<file path="config.mk">
export PLATFORM = sky130hd
export DESIGN_NAME = tcode_tx
export DESIGN_NICKNAME = d
export VERILOG_FILES = /design/src/rtl/tcode_pkg.sv /design/src/rtl/tcode_tick_gen.sv /design/src/rtl/tcode_sync_sel.sv /design/src/rtl/tcode_tx.sv
export SDC_FILE = /design/constraint.sdc
export NUM_CORES = 1
export LEC_CHECK = 0
export ABC_AREA = 1
export ABC_CLOCK_PERIOD_IN_PS = 5210
export BUFFER_PORTS_ARGS = -buffer_cell sky130_fd_sc_hd__buf_4
export CORE_UTILIZATION = 60
export DETAILED_ROUTE_END_ITERATION = 8
export GPL_ROUTABILITY_DRIVEN = 0
export PLACE_DENSITY = 0.95
export SLEW_MARGIN = 20
export SYNTH_ARGS = -nofsm -noshare
export SYNTH_HDL_FRONTEND = slang
export SYNTH_SLANG_ARGS = --single-unit
</file>
<file path="constraint.sdc">
create_clock -name clk -period 5.21 [get_ports clk]
set_input_delay 0.7815 -clock clk [delete_from_list [all_inputs] [get_ports clk]]
set_output_delay 0.7815 -clock clk [all_outputs]
set_load 0.005 [all_outputs]
</file>
<file path="src/rtl/tcode_pkg.sv">
package tcode_pkg;
    typedef enum logic [1:0] {
        ST_IDLE  = 2'd0,
        ST_ARMED = 2'd1,
        ST_SEND  = 2'd2
    } tx_state_e;

    typedef enum logic [1:0] {
        SYN_LINE5 = 2'b00,
        SYN_CLICK = 2'b01,
        SYN_RXDET = 2'b10,
        SYN_SOFT  = 2'b11
    } sync_src_e;
endpackage

</file>
<file path="src/rtl/tcode_tick_gen.sv">
module tcode_tick_gen #(
    parameter int DIV_W = 12
) (
    input  logic             clk,
    input  logic             rst_n,
    input  logic             clr,
    input  logic             src_sel,
    input  logic             rx_clk_en,
    input  logic [DIV_W-1:0] div_val,
    output logic             tick
);
    logic [DIV_W-1:0] cnt;
    logic             step;

    // one count per system clock or per receive clock enable
    assign step = src_sel ? rx_clk_en : 1'b1;
    // >= keeps the period bounded if the divider is lowered mid-count
    assign tick = step && (cnt >= div_val);

    always_ff @(posedge clk or negedge rst_n) begin
        if (!rst_n) begin
            cnt <= '0;
        end else if (clr) begin
            cnt <= '0;
        end else if (step) begin
            cnt <= tick ? '0 : cnt + DIV_W'(1);
        end
    end
endmodule

</file>
<file path="src/rtl/tcode_sync_sel.sv">
module tcode_sync_sel
    import tcode_pkg::*;
#(
    parameter int STAGES = 2
) (
    input  logic       clk,
    input  logic       rst_n,
    input  logic [1:0] sel,
    input  logic       line5_pulse,
    input  logic       click_in,
    input  logic       rx_sync_det,
    input  logic       sw_strobe,
    output logic       sync_evt
);
    localparam int N_ASYNC = 2;

    logic [N_ASYNC-1:0] async_in;
    logic [N_ASYNC-1:0] rise;

    assign async_in = {rx_sync_det, click_in};

    generate
        for (genvar g = 0; g < N_ASYNC; g++) begin : g_sync
            // STAGES synchronizer flops plus one history flop
            logic [STAGES:0] sh;
            always_ff @(posedge clk or negedge rst_n) begin
                if (!rst_n) sh <= '0;
                else        sh <= {sh[STAGES-1:0], async_in[g]};
            end
            assign rise[g] = sh[STAGES-1] & ~sh[STAGES];
        end
    endgenerate

    always_comb begin
        unique case (sync_src_e'(sel))
            SYN_LINE5: sync_evt = line5_pulse;
            SYN_CLICK: sync_evt = rise[0];
            SYN_RXDET: sync_evt = rise[1];
            SYN_SOFT:  sync_evt = sw_strobe;
            default:   sync_evt = 1'b0;
        endcase
    end
endmodule

</file>
<file path="src/rtl/tcode_tx.sv">
module tcode_tx
    import tcode_pkg::*;
#(
    parameter int DIV_W       = 12,
    parameter int BYTE_W      = 8,
    parameter int FRAME_BYTES = 10,
    parameter int SYNC_STAGES = 2,
    localparam int FRAME_BITS = FRAME_BYTES * BYTE_W,
    localparam int IDX_W      = $clog2(FRAME_BITS),
    localparam int HI_USED    = DIV_W - BYTE_W
) (
    input  logic                  clk,
    input  logic                  rst_n,
    input  logic [BYTE_W-1:0]     div_lo,
    input  logic [BYTE_W-1:0]     div_hi,
    input  logic                  div_src,
    input  logic                  rx_clk_en,
    input  logic [1:0]            sync_sel,
    input  logic                  free_run,
    input  logic                  tx_en,
    input  logic                  line5_pulse,
    input  logic                  click_in,
    input  logic                  rx_sync_det,
    input  logic                  sw_strobe,
    input  logic [FRAME_BITS-1:0] frame_buf,
    output logic                  tx_out,
    output logic                  frame_done
);
    localparam logic [IDX_W-1:0] LAST_IDX = IDX_W'(FRAME_BITS - 1);

    tx_state_e state, state_nx;

    logic [DIV_W-1:0]      div_val;
    logic                  unused_hi_bits;
    logic                  tick;
    logic                  sync_evt;
    logic                  start_frame;
    logic                  frame_end;
    logic                  busy;
    logic                  is_idle;
    logic                  half;
    logic [IDX_W-1:0]      bit_idx;
    logic [FRAME_BITS-1:0] shreg;

    assign div_val        = {div_hi[HI_USED-1:0], div_lo};
    assign unused_hi_bits = ^div_hi[BYTE_W-1:HI_USED];

    tcode_tick_gen #(.DIV_W(DIV_W)) tick_i (
        .clk       (clk),
        .rst_n     (rst_n),
        .clr       (start_frame),
        .src_sel   (div_src),
        .rx_clk_en (rx_clk_en),
        .div_val   (div_val),
        .tick      (tick)
    );

    tcode_sync_sel #(.STAGES(SYNC_STAGES)) sync_i (
        .clk         (clk),
        .rst_n       (rst_n),
        .sel         (sync_sel),
        .line5_pulse (line5_pulse),
        .click_in    (click_in),
        .rx_sync_det (rx_sync_det),
        .sw_strobe   (sw_strobe),
        .sync_evt    (sync_evt)
    );

    assign busy      = (state == ST_SEND);
    assign is_idle   = (state == ST_IDLE);
    assign frame_end = busy && tick && half && (bit_idx == LAST_IDX);
    assign start_frame = ((state == ST_ARMED) && tx_en && sync_evt)
                       || (frame_end && tx_en && free_run);

    // state register
    always_ff @(posedge clk or negedge rst_n) begin
        if (!rst_n) state <= ST_IDLE;
        else        state <= state_nx;
    end

    // transitions
    always_comb begin
        state_nx = state;
        unique case (state)
            ST_IDLE: begin
                if (tx_en) state_nx = ST_ARMED;              // enable seen
            end
            ST_ARMED: begin
                if (!tx_en)        state_nx = ST_IDLE;       // enable lost
                else if (sync_evt) state_nx = ST_SEND;       // start event
            end
            ST_SEND: begin
                if (frame_end) begin
                    if (!tx_en)        state_nx = ST_IDLE;   // frame end, disabled
                    else if (free_run) state_nx = ST_SEND;   // chain
                    else               state_nx = ST_ARMED;  // frame end, re-arm
                end
            end
            default: state_nx = ST_IDLE;
        endcase
    end

    // serializer and outputs
    always_ff @(posedge clk or negedge rst_n) begin
        if (!rst_n) begin
            shreg      <= '0;
            bit_idx    <= '0;
            half       <= 1'b0;
            tx_out     <= 1'b0;
            frame_done <= 1'b0;
        end else begin
            frame_done <= frame_end;
            if (start_frame) begin
                shreg   <= frame_buf;
                bit_idx <= '0;
                half    <= 1'b0;
                tx_out  <= ~tx_out;
            end else if (busy && tick) begin
                if (!half) begin
                    half <= 1'b1;
                    if (shreg[0]) tx_out <= ~tx_out;
                end else begin
                    half <= 1'b0;
                    if (bit_idx != LAST_IDX) begin
                        bit_idx <= bit_idx + IDX_W'(1);
                        shreg   <= shreg >> 1;
                        tx_out  <= ~tx_out;
                    end
                end
            end
        end
    end
endmodule

</file>
Word-level counts from Yosys, hierarchy flattened

Cells that the tools add are included.

Bits in registers: 110
Input bits: 108
Output and inout port bits: 2
Word-level logic and storage cells: 75

Add/subtract/negate cells: 2
Order comparisons: 1
Eq/ne operators: 11
Muxes and demuxes: 28
Bitwise logic cells: 5
Reduce and logical (&&, ||, !) cells: 19

Operators with widths:

| kind                                                | number |
|---|---|
| 2-to-1 mux 80 bit                                   | 4 |
| 2-to-1 mux 12 bit                                   | 3 |
| 2-to-1 mux 7 bit                                    | 4 |
| adder 12 x 1 -> 12 bit, second input constant       | 1 |
| greater-or-equal comparator 12 bit                  | 1 |
| 2-to-1 mux 2 bit                                    | 6 |
| 2-to-1 mux 1 bit                                    | 9 |
| AND reduction 3 bit                                 | 3 |
| logical AND 1 bit                                   | 8 |
| nonzero test 2 bit                                  | 4 |
| adder 7 x 1 -> 7 bit, second input constant         | 1 |
| equality test 7 bit, second input constant          | 1 |
| != test 7 bit, second input constant                | 1 |
| equality test 2 bit, second input constant          | 3 |
| case mux 2 bit (3 select lines)                     | 1 |
| equality test 2 x 1 -> 1 bit, second input constant | 2 |
| logical NOT 2 bit                                   | 2 |
| != test 2 bit, second input constant                | 2 |
| case mux 1 bit (4 select lines)                     | 1 |
| != test 3 x 2 -> 1 bit, second input constant       | 1 |
| != test 3 bit, second input constant                | 1 |
| inverter 1 bit                                      | 3 |
| nonzero test 3 bit                                  | 1 |
| bitwise AND 1 bit                                   | 2 |
| logical OR 1 bit                                    | 1 |

Depth between registers and ports, before layout

Depth after elaboration: 10
Depth in mapped cells: 17
Depth with buffers taken out: 15

Hierarchy

Synthesis repeated with hierarchy kept, for this count alone.

Cells, all modules: 862
Area total of the unflattened synthesis: 6108.4 sq um

Modules (own cells, without submodules):

| module         | times used | cells each | area an instance (sq um) | seq. area each (sq um) |
|---|---|---|---|---|
| tcode_tx       | 1          | 701        | 4870.9                   | 2302.2 |
| tcode_tick_gen | 1          | 143        | 1038.5                   | 300.3 |
| tcode_sync_sel | 1          | 18         | 198.9                    | 150.1 |

Worst setup path after synthesis

No wires, ideal clock.

Path type: input-to-reg
Start point: in div_hi[3]
End point: reg shreg[65]
Library setup time: 117 ps
Arrival: 2379 ps
Data required time: 5093 ps
Slack: 2714 ps
Stages: 15
Path buffers: 2
Cells stage by stage: inv_1 -> ha_1 -> nand2_1 -> nor2_1 -> nand2_1 -> nor2_2 -> nand2_2 -> a21oi_4 -> nand3_2 -> buf_6 -> buf_2 -> nand2_1 -> nand2_1 -> nor2_1 -> nor2_1

Word-level cells in the longest chain between the ends: 10
Elaborated cells between the ends (all ways): 13
Those cells by class: order compare: 1; mux: 1; reduce/logical: 11

RTL lines:

| what                                   | RTL line                        | text |
|---|---|---|
| start, declared                        | tcode_tx.sv:15                  | `input logic [BYTE_W-1:0] div_hi,` |
| greater-or-equal comparator 12 bit (*) | tcode_tick_gen.sv:18            | `assign tick = step && (cnt >= div_val);` |
| logical AND 1 bit (*)                  | tcode_tick_gen.sv:18            |  |
| logical AND 1 bit (*)                  | tcode_tx.sv:71, tcode_tx.sv:118 |  |
| logical AND 1 bit (2 in a row)         | tcode_tx.sv:71                  | `assign frame_end = busy && tick && half && (bit_idx == LAST_IDX);` |
| logical AND 1 bit (2 in a row)         | tcode_tx.sv:73                  | `\|\| (frame_end && tx_en && free_run);` |
| logical OR 1 bit                       | tcode_tx.sv:73                  |  |
| nonzero test 2 bit (no source line)    | n/a                             |  |
| AND reduction 3 bit (no source line)   | n/a                             |  |
| end signal, assigned                   | tcode_tx.sv:114                 | `shreg <= frame_buf;` |
| end signal, assigned                   | tcode_tx.sv:126                 | `shreg <= shreg >> 1;` |
| end, declared                          | tcode_tx.sv:43                  | `logic [FRAME_BITS-1:0] shreg;` |

Mark *: on every way between the ends. The rest lies on a longest branch, timed or not.
A chain may end at the register's enable or synchronous reset.

Worst setup path after layout

Start point: in div_hi[3]
End point: reg shreg[58]

The elaborated chain is that of the path after synthesis.

==> flow_summary_export.csv <==
group,metric,value,unit
status,outcome,"complete, no violations",
clock_tree,clock_sinks,110,
pwr,power.total,2.945,mW
layout,fillers,819,
yosys,yosysWarnings,0,
route,route.final.wire_length,12.97,mm
die,fp.coreArea,9819,sq um
die,core.rowCount,36,
global_routing,grt_pass1_wl,21.66,mm
clock_tree,clkTransAtPathRegs,110,ps
yosys,yosys.area.top_type_share,44.93,%
worst_setup_path,worst_ep_required_time,5510,ps
die,floorplan.initialDensity,62.40,%
timing,drv_slew,0,
layout,antenna_cells_inserted,0,
yosys,synth_seq_cells,110,
pwr,vdd.ir_drop.worst,0.2458,mV
clock_tree,tritoncts,"built",
die,io_pins,110,
timing,achievable_frequency,318.4,MHz
worst_setup_path,cp_cell_sequence,"buf_4 -> inv_1 -> ha_1 -> nand2_1 -> nor2_1 -> nand2_1 -> nor2_2 -> nand2_2 -> nand2_1 -> nand2_2 -> nor2_4 -> buf_4 -> nand3_1 -> nand2_1 -> nor2_1 -> nor2_1",
route,post_drt_wl_per_cell,12.01,microns
timing,timing.clock.skew,14.60,ps
timing,tightestPinTransition,854.6,ps
placed_design,dp.final_hpwl,8.264,mm
job,maxCapViolCount,0,
placed_design,buffer_ports.inserted,105,
yosys,avgSynthCellArea,7.075,sq um
die,die_area,10620,sq um
worst_setup_path,cp_max_fo,59,
die,floorplan.die.height,103.1,microns
layout,drive_above_1_share,14.78,%
clock_tree,cts.path.max_buffers,2,
worst_setup_path,cp_common_cell,"sky130_fd_sc_hd__nand2_1",
route,antenna_left,0,
clock_tree,cts_hold_buffers,0,
global_routing,first_global_vias,5118,
clock_tree,post_cts_resized,0,
clock_tree,cts.root.buffer_cell,"sky130_fd_sc_hd__clkbuf_8",
worst_setup_path,crit_path_max_incr_delay,570,ps
clock_tree,clkLatencyLatePin,370,ps
global_routing,grt.total_usage,25.82,%
pwr,power.density,417.6,nW/um^2
worst_setup_path,start_kind,"input port",
yosys,synth.lib_cells_used.distinct,31,
timing,setup_total_neg_slack,0,ps
route,detailroute.via_count,5574,
worst_hold_path,hold_crit_depth,0,
timing,rsz0062_at_grt,"no",
worst_setup_path,worst_path_max_delay_cell,"sky130_fd_sc_hd__buf_4",
route,viasPerCell,5.161,
clock_tree,cts-htree-levels,3,
global_routing,antenna_found_initial,0,
global_routing,grt_max_degree,80,
global_routing,grt_overflow,0,
route,drc,0,
timing,final_hold_violations,0,
timing,max-slew-margin-rel,43.02,%
die,die_width,103.1,microns
yosys,syn-instance-count,866,
timing,post-route-min-period,3141,ps
clock_tree,post_cts_buffers,0,
worst_setup_path,crit_type,"input port to register",
yosys,synth.largest_area_cell,"sky130_fd_sc_hd__dfrtp_1",
yosys,postSynthNetCount,988,
worst_hold_path,holdCritPathClass,"register to register",
clock_tree,cts-buffers-inserted,9,
timing,setup_viol,0,
layout,layout-area-overhead-vs-synth,15.09,%
yosys,synthTopCellsByArea,"sky130_fd_sc_hd__dfrtp_1, sky130_fd_sc_hd__nor2_1, sky130_fd_sc_hd__nand2_1",
worst_setup_path,reg2reg_depth,14,
layout,final_net_count,1064,
worst_setup_path,cp-end-kind,"register",
route,drt_iter0_drc,345,
pwr,cellLeakagePower,3.778,nW
yosys,syn-cell-area,6127,sq um
timing,final_min_period_over_clock_period,60.28,%
yosys,synth.yosys.seq_area_share,44.93,%
worst_setup_path,cp_data_arrival_time,3440,ps
route,drt_first_pass_iters,5,
==> worst max-delay path, delay by kind of cell <==
kind                       cells  cell delay [ps]
and+or+nand+nor               12             1670
adders and majority gates      1              280
buffers and inverters          3              680
==> cells in the final DEF, fill, tap and decap left out, drive strengths merged, types with 5 or more instances in the layout <==
master and n:
xnor2 5, ha 14, dfrtp 110, xor2 6
nand3 117, inv 46, a21oi 10, nor2 268
clkbuf 10, nor3 6, nand2 228, buf 112
nand4 5
==> per-layer routing <==
metal	up-vias	wire, microns	global-route usage (%)
met5	-	0	0
met4	0	127	7.259
met3	13	591	4.136
met2	145	6594	46.77
met1	2568	5657	31.92
li1	2848	-	-
==> stage by stage <==
step	hold slack [ps]	instances	cell area [sq um]	setup slack, ps	utilization (%)
2_1_floorplan	331.2	866	6127	2714	-
3_5_place_dp	334.7	1064	6874	1715	70.01
6_report	358.7	1080	7052	2069	71.81
5_1_grt	366.5	1080	7052	1758	71.81
3_3_place_gp	332.5	1064	6874	1761	70.01
4_1_cts	359.6	1080	7052	2059	71.81
==> cells in the mapped netlist, drive strengths merged <==
cell    count
nand3     117
xnor2       5
o21bai      1
xor2        6
inv        42
nand3b      1
o211ai      1
nor2      268
nand4       5
nor3b       1
a32oi       1
clkbuf     13
o21ai       1
ha         14
dfrtp     110
or2         1
buf        34
a21oi      10
nand2     228
nor3        6
a31o        1
==> logic make-up after synthesis <==
kind of cell,share of synthesized area (%)
AO/OA/AOI/OAI,1.613
AND/OR/NAND/NOR,41.84
adder cells (fa/ha/maj),2.859
XOR/XNOR,1.572
flip-flops,44.93
buffers and inverters,7.188
==> flip-flops by register name, summed over array words and instances, names as in the netlist <==
register	count
half	1
sync_i.g_sync.sh	6
bit_idx	7
tx_out	1
tick_i.cnt	12
shreg	80
state	2
frame_done	1
==> power by group <==
| group | internal, mW | total [mW] | leakage, nW | switching, mW |
|---|---|---|---|---|
| registers | 1.20 | 1.42 | 1.28 | 0.218 |
| logic | 0.394 | 1.03 | 2.40 | 0.638 |
| clock network | 0.183 | 0.490 | 0.0896 | 0.307 |
==> layout make-up <==
type	instances	area [sq um]	area share, %
Clock buffer	10	127.6	1.810
Clock inverter	6	50.05	0.7097
Inverter	42	157.7	2.236
Multi-Input combinational cell	667	2944	41.75
Sequential cell	110	2753	39.03
Tap cell	133	166.4	2.360
Timing Repair Buffer	112	853.3	12.10
==> path summary, 6_finish.rpt <==
path / from / end / slack [ps]
max in group asynchronous: rst_n / sync_i.g_sync[1].sh[2] / 3640
min in group asynchronous: rst_n / shreg[43] / 500
hold reg to reg: sync_i.g_sync[0].sh[0] / sync_i.g_sync[0].sh[1] / 360
setup / recovery: div_hi[3] / shreg[58] / 2070
setup reg to reg: tick_i.cnt[9] / shreg[58] / 2130
hold / removal: sync_i.g_sync[0].sh[0] / sync_i.g_sync[0].sh[1] / 360
No activity file was read; power rests on OpenSTA's default activity.
